$ cat src/rtl/axi_tg_pkg.sv
package axi_tg_pkg;

    typedef enum logic [1:0] {
        TECH_DDR4,
        TECH_DDR5,
        TECH_LPDDR5
    } mem_tech_e;

    typedef enum logic [2:0] {
        ST_IDLE,
        ST_ADDR,
        ST_WDAT,
        ST_BRSP,
        ST_RDAT,
        ST_DONE
    } tg_state_e;

    typedef struct packed {
        logic [7:0] len;
        logic       random;
        logic       single;
    } phase_cfg_t;

    localparam int unsigned NUM_PHASES = 5;
    localparam logic [31:0] LFSR_SEED  = 32'h1234_5678;
    localparam logic [1:0]  BURST_INCR = 2'b01;
    localparam logic [1:0]  RESP_OKAY  = 2'b00;

    function automatic logic [7:0] len_a(mem_tech_e t);
        case (t)
            TECH_DDR5:   return 8'd1;
            TECH_LPDDR5: return 8'd3;
            default:     return 8'd0;
        endcase
    endfunction

    function automatic logic [7:0] len_b(mem_tech_e t);
        return (t == TECH_LPDDR5) ? 8'd3 : 8'd0;
    endfunction

    // x^32 + x^22 + x^2 + x + 1, shifting left
    function automatic logic [31:0] lfsr_step(logic [31:0] s);
        return {s[30:0], s[31] ^ s[21] ^ s[1] ^ s[0]};
    endfunction

    function automatic phase_cfg_t phase_cfg(logic [2:0] p, mem_tech_e t);
        phase_cfg_t c;
        c.len    = (p == 3'd1 || p == 3'd3) ? len_b(t) : len_a(t);
        c.random = (p == 3'd4);
        c.single = (p < 3'd2);
        return c;
    endfunction

endpackage

$ cat src/rtl/tg_pattern.sv
module tg_pattern #(
    parameter int ADDR_W = 32,
    parameter int DATA_W = 64
) (
    input  logic [ADDR_W-1:0] beat_addr,
    input  logic [2:0]        phase,
    output logic [DATA_W-1:0] data
);
    localparam int LANES = DATA_W / 32;

    logic [31:0] base;
    assign base = 32'(beat_addr);

    for (genvar i = 0; i < LANES; i++) begin : g_lane
        assign data[32*i +: 32] = (base + 32'(i)) ^ {phase, 29'd0};
    end
endmodule

$ cat src/rtl/tg_addr_gen.sv
module tg_addr_gen #(
    parameter int ADDR_W = 32
) (
    input  logic              clk,
    input  logic              rst,
    input  logic              init,
    input  logic              step,
    input  logic              rand_mode,
    input  logic [ADDR_W-1:0] stride,
    output logic [ADDR_W-1:0] addr
);
    import axi_tg_pkg::*;

    logic [31:0]       lfsr_q;
    logic [31:0]       lfsr_n;
    logic [ADDR_W-1:0] addr_q;
    logic [ADDR_W-1:0] rand_addr;

    assign lfsr_n    = lfsr_step(lfsr_q);
    assign rand_addr = ADDR_W'(lfsr_n) & ~(stride - 1'b1);

    always_ff @(posedge clk) begin
        if (rst || init) begin
            lfsr_q <= LFSR_SEED;
            addr_q <= '0;
        end else if (step) begin
            lfsr_q <= lfsr_n;
            addr_q <= rand_mode ? rand_addr : addr_q + stride;
        end
    end

    assign addr = addr_q;
endmodule

$ cat src/rtl/tg_rchk.sv
module tg_rchk #(
    parameter int DATA_W = 64
) (
    input  logic              beat,
    input  logic [DATA_W-1:0] rdata,
    input  logic [DATA_W-1:0] expected,
    input  logic [1:0]        rresp,
    input  logic              rlast,
    input  logic              exp_last,
    output logic              err
);
    import axi_tg_pkg::*;

    always_comb begin
        err = 1'b0;
        if (beat) begin
            err = (rdata != expected) || (rresp != RESP_OKAY) || (rlast != exp_last);
        end
    end
endmodule

$ cat src/rtl/axi_tg_top.sv
module axi_tg_top #(
    parameter int                    ADDR_W  = 32,
    parameter int                    DATA_W  = 64,
    parameter axi_tg_pkg::mem_tech_e TECH    = axi_tg_pkg::TECH_DDR5,
    parameter int                    BLOCK_N = 512
) (
    input  logic                clk,
    input  logic                rst,
    input  logic                start,
    output logic [ADDR_W-1:0]   awaddr,
    output logic [7:0]          awlen,
    output logic [2:0]          awsize,
    output logic [1:0]          awburst,
    output logic                awvalid,
    input  logic                awready,
    output logic [DATA_W-1:0]   wdata,
    output logic [DATA_W/8-1:0] wstrb,
    output logic                wlast,
    output logic                wvalid,
    input  logic                wready,
    input  logic [1:0]          bresp,
    input  logic                bvalid,
    output logic                bready,
    output logic [ADDR_W-1:0]   araddr,
    output logic [7:0]          arlen,
    output logic [2:0]          arsize,
    output logic [1:0]          arburst,
    output logic                arvalid,
    input  logic                arready,
    input  logic [DATA_W-1:0]   rdata,
    input  logic [1:0]          rresp,
    input  logic                rlast,
    input  logic                rvalid,
    output logic                rready,
    output logic                done,
    output logic                pass,
    output logic                fail
);
    import axi_tg_pkg::*;

    localparam int BYTES     = DATA_W / 8;
    localparam int SIZE_CODE = $clog2(BYTES);
    localparam int CNT_W     = $clog2(BLOCK_N + 1);

    tg_state_e   state_q;
    logic [2:0]  phase_q;
    logic        wpass_q;
    logic [CNT_W-1:0] txn_q;
    logic [7:0]  beat_q;
    logic        fail_q;

    phase_cfg_t        cfg;
    logic [CNT_W-1:0]  txn_total;
    logic [ADDR_W-1:0] stride;
    logic [ADDR_W-1:0] burst_addr;
    logic [ADDR_W-1:0] beat_addr;
    logic [DATA_W-1:0] exp_data;
    logic aw_hs, ar_hs, w_hs, b_hs, r_hs;
    logic txn_end, last_txn, launch, beat_last;
    logic rd_err, b_err;

    assign cfg        = phase_cfg(phase_q, TECH);
    assign txn_total  = cfg.single ? CNT_W'(1) : CNT_W'(BLOCK_N);
    assign stride     = ADDR_W'(BYTES * (int'(cfg.len) + 1));
    assign beat_addr  = burst_addr + ADDR_W'(BYTES * int'(beat_q));
    assign beat_last  = (beat_q == cfg.len);
    assign last_txn   = (txn_q == txn_total - 1'b1);

    assign aw_hs = awvalid && awready;
    assign ar_hs = arvalid && arready;
    assign w_hs  = wvalid && wready;
    assign b_hs  = bvalid && bready;
    assign r_hs  = rvalid && rready;

    assign launch  = (state_q == ST_IDLE || state_q == ST_DONE) && start;
    assign txn_end = b_hs || (r_hs && rlast);
    assign b_err   = b_hs && (bresp != RESP_OKAY);

    tg_addr_gen #(.ADDR_W(ADDR_W)) i_addr (
        .clk       (clk),
        .rst       (rst),
        .init      (launch || (txn_end && last_txn)),
        .step      (txn_end && !last_txn),
        .rand_mode (cfg.random),
        .stride    (stride),
        .addr      (burst_addr)
    );

    tg_pattern #(.ADDR_W(ADDR_W), .DATA_W(DATA_W)) i_wpat (
        .beat_addr (beat_addr),
        .phase     (phase_q),
        .data      (wdata)
    );

    tg_pattern #(.ADDR_W(ADDR_W), .DATA_W(DATA_W)) i_rpat (
        .beat_addr (beat_addr),
        .phase     (phase_q),
        .data      (exp_data)
    );

    tg_rchk #(.DATA_W(DATA_W)) i_rchk (
        .beat     (r_hs),
        .rdata    (rdata),
        .expected (exp_data),
        .rresp    (rresp),
        .rlast    (rlast),
        .exp_last (beat_last),
        .err      (rd_err)
    );

    always_ff @(posedge clk) begin
        if (rst) begin
            state_q <= ST_IDLE;
            phase_q <= '0;
            wpass_q <= 1'b1;
            txn_q   <= '0;
            beat_q  <= '0;
            fail_q  <= 1'b0;
        end else begin
            if (rd_err || b_err) fail_q <= 1'b1;
            case (state_q)
                ST_IDLE, ST_DONE: begin
                    if (start) begin
                        state_q <= ST_ADDR;
                        phase_q <= '0;
                        wpass_q <= 1'b1;
                        txn_q   <= '0;
                        fail_q  <= 1'b0;
                    end
                end
                ST_ADDR: begin
                    beat_q <= '0;
                    if (aw_hs)      state_q <= ST_WDAT;
                    else if (ar_hs) state_q <= ST_RDAT;
                end
                ST_WDAT: begin
                    if (w_hs) begin
                        if (beat_last) state_q <= ST_BRSP;
                        else           beat_q  <= beat_q + 8'd1;
                    end
                end
                ST_BRSP, ST_RDAT: begin
                    if (txn_end) begin
                        if (!last_txn) begin
                            txn_q   <= txn_q + 1'b1;
                            state_q <= ST_ADDR;
                        end else if (wpass_q) begin
                            wpass_q <= 1'b0;
                            txn_q   <= '0;
                            state_q <= ST_ADDR;
                        end else if (phase_q == 3'(NUM_PHASES - 1)) begin
                            state_q <= ST_DONE;
                        end else begin
                            phase_q <= phase_q + 3'd1;
                            wpass_q <= 1'b1;
                            txn_q   <= '0;
                            state_q <= ST_ADDR;
                        end
                    end else if (r_hs) begin
                        beat_q <= beat_q + 8'd1;
                    end
                end
                default: state_q <= ST_IDLE;
            endcase
        end
    end

    assign awvalid = (state_q == ST_ADDR) && wpass_q;
    assign arvalid = (state_q == ST_ADDR) && !wpass_q;
    assign awaddr  = burst_addr;
    assign araddr  = burst_addr;
    assign awlen   = cfg.len;
    assign arlen   = cfg.len;
    assign awsize  = 3'(SIZE_CODE);
    assign arsize  = 3'(SIZE_CODE);
    assign awburst = BURST_INCR;
    assign arburst = BURST_INCR;
    assign wvalid  = (state_q == ST_WDAT);
    assign wlast   = beat_last;
    assign wstrb   = '1;
    assign bready  = (state_q == ST_BRSP);
    assign rready  = (state_q == ST_RDAT);
    assign done    = (state_q == ST_DONE);
    assign fail    = fail_q;
    assign pass    = done && !fail_q;
endmodule

$ cat config.mk
export PLATFORM = sky130hd
export DESIGN_NAME = axi_tg_top
export DESIGN_NICKNAME = d
export VERILOG_FILES = /design/src/rtl/axi_tg_pkg.sv /design/src/rtl/tg_pattern.sv /design/src/rtl/tg_addr_gen.sv /design/src/rtl/tg_rchk.sv /design/src/rtl/axi_tg_top.sv
export SDC_FILE = /design/constraint.sdc
export NUM_CORES = 1
export LEC_CHECK = 0
export ABC_AREA = 1
export BUFFER_PORTS_ARGS = -buffer_cell sky130_fd_sc_hd__clkbuf_2
export CORE_MARGIN = 1
export CORE_UTILIZATION = 45
export CTS_CLUSTER_DIAMETER = 30
export DETAILED_ROUTE_END_ITERATION = 10
export MAX_ROUTING_LAYER = met4
export PLACE_DENSITY = 0.73
export SYNTH_ARGS = -nofsm -noshare
export SYNTH_HDL_FRONTEND = slang
export SYNTH_SLANG_ARGS = --single-unit
$ cat constraint.sdc
create_clock -name clk -period 3.35 [get_ports clk]
set_clock_uncertainty 0.1 [all_clocks]
set_input_delay 0.1675 -clock clk [delete_from_list [all_inputs] [get_ports clk]]
set_output_delay 0.1675 -clock clk [all_outputs]
set_load 0.01 [all_outputs]
==> results of run 1 <==
[registers in the layout, summed over array words and instances, names as in the netlist]
signal         count
i_addr.lfsr_q     32
fail               1
i_addr.addr       29
state_q            3
phase_q            3
wpass_q            1
beat_q             8
txn_q             10
[worst min-delay path by stage]
stage	from	endpoint	slack, ns	depth (start not counted)
floorplan	start	fail	0.25	3
global placement	i_addr.lfsr_q[16]	i_addr.lfsr_q[17]	0.36	2
detailed placement	txn_q[2]	txn_q[2]	0.37	1
CTS	rst	state_q[1]	0.03	2
global route	rst	state_q[1]	0.05	2
finish	rst	beat_q[1]	0.04	2
[Yosys cell counts, types with 2 or more instances]
library cell  instances
nand2_1             347
inv_1               151
nor2_1              105
dfxtp_1              87
nand3_1              85
a21oi_1              84
buf_4                75
o21ai_0              61
xor2_1               19
nor3_1               17
ha_1                 16
clkbuf_1             15
nand3b_1             13
buf_2                12
inv_2                12
o21ai_1              12
xnor2_1              12
nand4_1              11
nand2_2               8
a211oi_1              7
a31oi_1               7
nor2_2                7
o211ai_1              7
and2_1                4
o22ai_1               4
or2_2                 4
a221oi_1              3
nand3_2               3
nor2_4                3
or2_1                 3
a21oi_2               2
clkinv_1              2
conb_1                2
fa_1                  2
nor3_2                2
nor4_1                2
[final cells by class]
class / instances / area, um2
timing repair buffer: 214 / 1099
clock inverter: 4 / 22.52
sequential: 87 / 1742
fill: 1672 / 7430
multi-input combinational: 902 / 4403
tap: 216 / 270.3
clock buffer: 11 / 242.7
inverter: 165 / 619.3
[metrics by stage]
| step | util | instances | total power, mW | TNS (ns) |
|---|---|---|---|---|
| global placement | 0.5124 | 1584 | 2.464 | 0 |
| floorplan | - | 1258 | 2.160 | 0 |
| finish | 0.5306 | 1599 | 3.379 | 0 |
| detailed placement | 0.5124 | 1584 | 2.471 | 0 |
| global route | 0.5306 | 1599 | 3.609 | -0.003071 |
| CTS | 0.5292 | 1599 | 3.380 | 0 |
[cells by family after synthesis]
| family | synth area share |
|---|---|
| and+or+nand+nor | 0.3665 |
| buffers and inverters | 0.1798 |
| AOI/OAI and AO/OA | 0.1428 |
| DFF | 0.2395 |
| xor gates and xnor gates | 0.03734 |
| adders and majority gates | 0.03304 |
| other | 0.001033 |
[where the power goes]
group / total, mW / internal [mW] / switching (mW)
Combinational: 1.28 / 0.406 / 0.870
Sequential: 1.19 / 1.11 / 0.0810
Clock: 0.910 / 0.514 / 0.396
Total: 3.38 / 2.03 / 1.35
[layer usage]
metal | track usage | up-vias | share of wire
met5 | - | - | 0
met4 | 0.1080 | 0 | 0.027
met3 | 0.02931 | 38 | 0.063
met2 | 0.4266 | 312 | 0.45
met1 | 0.3565 | 3598 | 0.46
li1 | - | 4106 | -
[critical path, delay by kind of cell, from the launching register on]
kind	cells	cell delay, ns
xor+xnor	1	0.15
compound gates	1	0.06
simple gates	14	1.56
fa+ha+maj	2	0.67
flops	1	0.39
[timing repair]
action	4_1_cts	5_1_grt
endpoints found under the hold margin	0	0
setup endpoints to repair	0	5
resized for setup	0	5
==> qor.txt, run 1 <==
clock latency on the worst-skew pair -> 0.34 ns
dominant synthesized flop cell -> dfxtp_1
most common cell after layout, fill and taps aside -> nand2_1
die extent in y -> 129.1 um
largest net degree at the start of global routing -> 55
commonest non-fill, non-tap cells in the layout -> nand2_1 (347), clkbuf_2 (203), inv_1 (151)
CTS buffer count -> 9
WP data arrival -> 3.17 ns
post-CTS setup buffers -> 0
CP Capture Point -> fail
share of Yosys cell area claimed by the top area cell type -> 0.2395
Cells after Synth -> 1216
kind of end point of the critical path -> flop
I/O pin cnt -> 248
gpl congestion -> 0.9378
DR DRC count -> 0
critical path's slowest cell -> fa_1
CTS tree -> built
Detailed Route Iter0 Violations -> 599
Pre-antenna DRT Iters -> 5
area grow syn2layout -> 15.49%
synth top area cells -> dfxtp_1 (24%), nand2_1 (18%), inv_1 (7.8%)
register area share after synthesis -> 0.2395
Final #Nets -> 1474
core footprint -> 15830 um2
Post-CTS Hold Fix Bufs -> 0
CTS sink cnt -> 87
Least-Margin Pin Slew -> 0.8097 ns
CTS Root Cell -> clkbuf_16
port buffer count -> 203
pre-CTS WS -> 0.2805 ns
worst setup path start -> i_addr.addr[3]
Synth warnings -> 0
mapped cell area -> 7272 um2
worst-path cell chain -> ha_1 -> fa_1 -> nand2_1 -> nand2_1 -> nand3_1 -> nand2_1 -> nand2_1 -> nand2_1 -> nand2_1 -> nand2_1 -> xnor2_1 -> nand2_1 -> nor2_1 -> nand2_1 -> nor2_1 -> nand3_2 -> nand2_1 -> a21oi_1
row count -> 46
worst hold margin -> 0.03558 ns
initial cell density of the core -> 0.4594
leading area contributor after synthesis -> dfxtp_1
Remaining Overflow, GRT -> 0
fin crit period -> 3.045 ns
FMAX -> 328.4 MHz
placed inst area -> 8110 um2
Die Span X -> 129.1 um
r2r endpoint -> fail
internal reg-to-reg setup slack -> 0.30 ns
Vias/cell -> 5.037
Synth Area per Inst -> 5.980 um2
Post-synth EDFFs -> 0
vias -> 8054
WL/cell -> 13.94 um
vias in the first global route -> 6903
initial antenna violation count -> 0
overall global routing resource usage -> 0.2717
DIE AREA -> 16670 um2
r2r worst-path depth -> 18
layout cells sized above 1 -> 0.1981
WP data required -> 3.48 ns
Max clock buf depth -> 2
LEAKAGE -> 4.413 nW
Setup WS post-layout -> 0.3048 ns
dpl hpwl -> 17670 um
CP max stage delay -> 0.40 ns
final worst-path cycle share -> 0.9090
CP Class -> reg -> reg
source of the worst register-to-register timing path -> i_addr.addr[3]
CP Launch Type -> flop
Finished Cell Area -> 8398 um2
final hold vios -> 0
Cell variety after synth -> 46
Post-synth ARST share -> 0
# setup viols final -> 0
ANT nets after route -> 0
global-route wire length before repair -> 34380 um
PD cells -> 402.3 nW/um2
critical path peak fanout -> 6
outcome -> completed
max-slew violation count -> 0
CTS H-tree lvls -> 3
Hold Path Class -> in -> reg
max cap viols -> 0
WL final -> 22300 um
synthesis-stage register bit count -> 87
max_slew headroom -> 0.4596
Clock transition at path regs -> 0.06 ns
VDD IR max -> 215.8 uV
most used cell, CP -> nand2_1
Ant. Diodes -> 0
(Power assumes the default switching activity.)
==> run 2, diff against run 1 <==
RECOVER_POWER = 100   (was unset)
==> qor.txt, run 2 (same netlist as run 1, synthesis figures left out) <==
CTS sink cnt -> 87
overall global routing resource usage -> 0.2717
fin crit period -> 3.085 ns
Finished Cell Area -> 8199 um2
critical path's slowest cell -> dfxtp_1
worst hold endpoint -> beat_q[1]
post-route insts no fill -> 1599
PD cells -> 406.2 nW/um2
CTS H-tree lvls -> 3
global-route wire length before repair -> 34380 um
most used cell, CP -> nand2_1
hold depth -> 2
WP data required -> 3.48 ns
Die Span X -> 129.1 um
max cap viols -> 0
largest net degree at the start of global routing -> 55
gpl congestion -> 0.9378
Clock transition at path regs -> 0.06 ns
r2r endpoint -> fail
commonest non-fill, non-tap cells in the layout -> nand2_1 (351), inv_1 (156), clkbuf_1 (114)
Final #Nets -> 1474
CTS tree -> built
DR DRC count -> 0
die extent in y -> 129.1 um
Ant. Diodes -> 0
kind of end point of the critical path -> flop
wl on met1 -> 10270 um
most common cell after layout, fill and taps aside -> nand2_1
WL/cell -> 14.05 um
met2 WL post-DR -> 10180 um
CP max stage delay -> 0.40 ns
Least-Margin Pin Slew -> 0.7988 ns
Max clock buf depth -> 2
port buffer count -> 203
DIE AREA -> 16670 um2
clock latency on the worst-skew pair -> 0.34 ns
WL met3 -> 1433 um
highest metal used -> met4
RSZ-0062 raised after global routing -> no
pre-CTS WS -> 0.2805 ns
Multi-input gate area -> 4355 um2
source of the worst register-to-register timing path -> i_addr.addr[3]
initial cell density of the core -> 0.4594
vias in the first global route -> 6903
Setup TNS -> 0 ns
sequential cell area -> 1742 um2
final worst-path cycle share -> 0.9210
Setup WS post-layout -> 0.2648 ns
LEAKAGE -> 4.010 nW
worst hold margin -> 0.03415 ns
worst-path cell chain -> ha_1 -> fa_1 -> nand2_1 -> nand2_1 -> nand3_1 -> nand2_1 -> nand2_1 -> nand2_1 -> nand2_1 -> nand2_1 -> xnor2_1 -> nand2_1 -> nor2_1 -> nand2_1 -> nor2_1 -> nand3_1 -> nand2_1 -> a21oi_1
# setup viols final -> 0
utilization after layout -> 0.5180
max_slew headroom -> 0.4669
WL final -> 22460 um
filler instances -> 1743
ANT nets after route -> 0
outcome -> completed
CP Launch Type -> flop
Vias/cell -> 5.076
core footprint -> 15830 um2
critical path peak fanout -> 6
layout cells sized above 1 -> 0.1041
Final Power -> 3.331 mW
CTS buffer count -> 9
Detailed Route Iter0 Violations -> 663
Remaining Overflow, GRT -> 0
placed inst area -> 8110 um2
VDD IR max -> 217.8 uV
WP data arrival -> 3.22 ns
Pre-antenna DRT Iters -> 6
initial antenna violation count -> 0
Largest register FFs -> 32
dpl hpwl -> 17670 um
FMAX -> 324.1 MHz
max-slew violation count -> 0
worst hold start -> rst
area grow syn2layout -> 12.75%
I/O pin cnt -> 248
final hold vios -> 0
r2r worst-path depth -> 18
Placed Instances -> 1584
Hold Path Class -> in -> reg
CTS Root Cell -> clkbuf_16
Largest Register -> i_addr.lfsr_q
internal reg-to-reg setup slack -> 0.26 ns
vias -> 8116
CP Class -> reg -> reg
row count -> 46
## run 2: area by class of cell
cell class / count / share of cell area
inverter: 165 / 0.07554
multi-input combinational: 902 / 0.5312
sequential: 87 / 0.2124
clock buffer: 11 / 0.02960
clock inverter: 4 / 0.002747
timing repair buffer: 214 / 0.1155
tap: 216 / 0.03296
## run 2: worst max-delay path: cells and delay by family, from the launching register on
kind | cells | cell delay [ns]
XOR/XNOR | 1 | 0.15
AND/OR/NAND/NOR | 14 | 1.58
adder cells (fa/ha/maj) | 2 | 0.67
AO/OA/AOI/OAI | 1 | 0.06
flip-flops | 1 | 0.40
## run 2: worst max-delay path by stage
stage	from	endpoint	slack (ns)	depth (start not counted)
floorplan	phase_q[0]	i_addr.addr[25]	0.40	13
global placement	phase_q[0]	i_addr.addr[25]	0.34	13
detailed placement	phase_q[0]	i_addr.addr[25]	0.28	13
CTS	phase_q[0]	i_addr.addr[24]	0.26	18
global route	i_addr.addr[3]	fail	0.005	20
finish	i_addr.addr[3]	fail	0.26	18
## run 2: what timing repair did
action,in CTS,in global routing
buffers inserted,0,0
resized for setup,0,5
endpoints found under the hold margin,0,0
hold buffers,0,0
endpoints found under the setup margin,0,5
## run 2: routing by layer
metal / global-route usage / up-vias
li1: - / 4105
met1: 0.3565 / 3653
met2: 0.4266 / 315
met3: 0.02931 / 43
met4: 0.1080 / 0
met5: - / -
## run 2: report_power, final
part / switching (mW) / internal (mW)
Combinational: 0.852 / 0.373
Sequential: 0.0795 / 1.11
Clock: 0.400 / 0.515
Total: 1.33 / 2.00
==> run 3, diff against run 2 <==
CTS_BUF_LIST = sky130_fd_sc_hd__clkbuf_2   (was unset)
==> qor.txt, run 3 (same netlist as run 1, synthesis figures left out) <==
outcome -> completed
WP depth -> 7
CTS Root Cell -> clkbuf_2
Max clock buf depth -> 2
ANT nets after route -> 0
DIE AREA -> 16670 um2
max cap viols -> 0
CP Launch Type -> flop
DR DRC count -> 0
layout cells sized above 1 -> 0.1070
max_slew headroom -> 0.4782
die extent in y -> 129.1 um
I/O pin cnt -> 248
r2r endpoint -> i_addr.addr[25]
sw frac -> 0.4461
area grow syn2layout -> 11.63%
WL final -> 22310 um
Finished Cell Area -> 8118 um2
CTS sink cnt -> 87
CTS tree -> built
clock latency on the worst-skew pair -> 0.57 ns
# setup viols final -> 0
Final #Nets -> 1484
CTS buffer count -> 9
Least-Margin Pin Slew -> 0.7819 ns
row count -> 46
Pre-antenna DRT Iters -> 5
internal reg-to-reg setup slack -> 0.33 ns
FMAX -> 324.1 MHz
Clock transition at path regs -> 0.22 ns
vias -> 8087
filler instances -> 1756
CTS H-tree lvls -> 3
most used cell, CP -> nand2_1
r2r worst-path depth -> 15
LEAKAGE -> 3.993 nW
post-route insts no fill -> 1610
kind of end point of the critical path -> output port
Vias/cell -> 5.023
critical path's slowest cell -> dfxtp_1
WP data required -> 3.08 ns
CP Capture Point -> wdata[20]
Largest Register -> i_addr.lfsr_q
commonest non-fill, non-tap cells in the layout -> nand2_1 (350), inv_1 (157), clkbuf_1 (111)
initial cell density of the core -> 0.4594
post-CTS setup buffers -> 0
source of the worst register-to-register timing path -> phase_q[2]
largest net degree at the start of global routing -> 55
Largest register FFs -> 32
max-slew violation count -> 0
crit-path leading delay family -> compound AO/OA/AOI/OAI gates
WP buf/inv -> 1
most common cell after layout, fill and taps aside -> nand2_1
global-route wire length before repair -> 34340 um
Placed Instances -> 1584
sequential share of power -> 0.415
placed inst area -> 8110 um2
logic gate share of total power -> 0.431
core footprint -> 15830 um2
CP max stage delay -> 0.46 ns
initial antenna violation count -> 1
Detailed Route Iter0 Violations -> 674
gpl congestion -> 0.9378
PD cells -> 354.3 nW/um2
dpl hpwl -> 17670 um
WL/cell -> 13.86 um
clock share of power -> 0.154
RSZ-0062 raised after global routing -> no
final hold vios -> 0
overall global routing resource usage -> 0.2720
VDD IR max -> 183.3 uV
Die Span X -> 129.1 um
utilization after layout -> 0.5129
Hold Path Class -> in -> reg
fin crit period -> 3.086 ns
worst-path cell chain -> ha_1 -> nand2_1 -> o21ai_0 -> o21bai_2 -> nand2_1 -> xnor2_1 -> clkbuf_1
switching pwr -> 1.283 mW
final worst-path cycle share -> 0.9211
Setup TNS -> 0 ns
cell-internal power -> 1.593 mW
worst setup path start -> i_addr.addr[10]
CP Class -> reg -> out
port buffer count -> 203
Remaining Overflow, GRT -> 0
vias in the first global route -> 6894
critical path peak fanout -> 8
WP data arrival -> 2.82 ns
-- run 3: cell count changes in the layout (fill, tap and decap cells not counted), sizes merged --
cell / change
buf: -1
clkinv: +1
diode: +1
dlygate4sd3: +10
-- run 3: layout make-up --
cell class,instances,area (um2),area share
well taps,216,270.3,0.03329
multi-input cells,902,4357,0.5367
flip-flops and latches,87,1745,0.2150
clock inverters,5,26.28,0.003237
repair buffers,224,1047,0.1290
diodes,1,2.502,0.0003083
inverters,165,619.3,0.07629
clock buffers,10,50.05,0.006165
-- run 3: worst min path at each step --
| stage | cells past startpoint | slack (ns) | from | endpoint |
|---|---|---|---|---|
| floorplan | 3 | 0.25 | start | fail |
| global placement | 2 | 0.36 | i_addr.lfsr_q[16] | i_addr.lfsr_q[17] |
| detailed placement | 1 | 0.37 | txn_q[2] | txn_q[2] |
| CTS | 6 | 0.007 | arready | state_q[0] |
| global route | 6 | 0.11 | arready | state_q[0] |
| finish | 6 | 0.05 | arready | state_q[0] |
-- run 3: through the flow --
step | hold slack (ns) | setup WS, ns | power (mW)
after floorplan | 0.2511 | 0.3985 | 2.160
after global placement | 0.3571 | 0.3407 | 2.464
after detailed placement | 0.3654 | 0.2805 | 2.471
after CTS | 0.006530 | 0.2325 | 2.927
after global routing | 0.1058 | 0.02650 | 3.103
final | 0.04526 | 0.2642 | 2.876
-- run 3: power by group through the flow --
stage                     clock network, mW  logic [mW]  registers, mW
after floorplan                           0       0.967           1.19
after global placement                    0        1.25           1.21
after detailed placement                  0        1.26           1.21
after CTS                             0.454        1.28           1.19
after global routing                  0.497        1.40           1.21
final                                 0.444        1.24           1.19
-- run 3: timing repair --
item	in CTS	in global routing
hold endpoints to repair	11	0
setup endpoints to repair	0	5
hold buffers	10	0
resized for setup	0	7
-- run 3: routing by layer --
metal	track usage	vias up	part of all wire
li1	-	4125	-
met3	0.02890	50	0.064
met5	-	-	0
met1	0.3580	3590	0.46
met2	0.4231	322	0.45
met4	0.1149	0	0.028
-- run 3: tightest hold or removal path: stages --
cell and delay [ns]:
clkbuf_2 0.08, nand2_1 0.05, nand3_1 0.08, nand3_1 0.07, nor2_1 0.08, a31oi_1 0.16
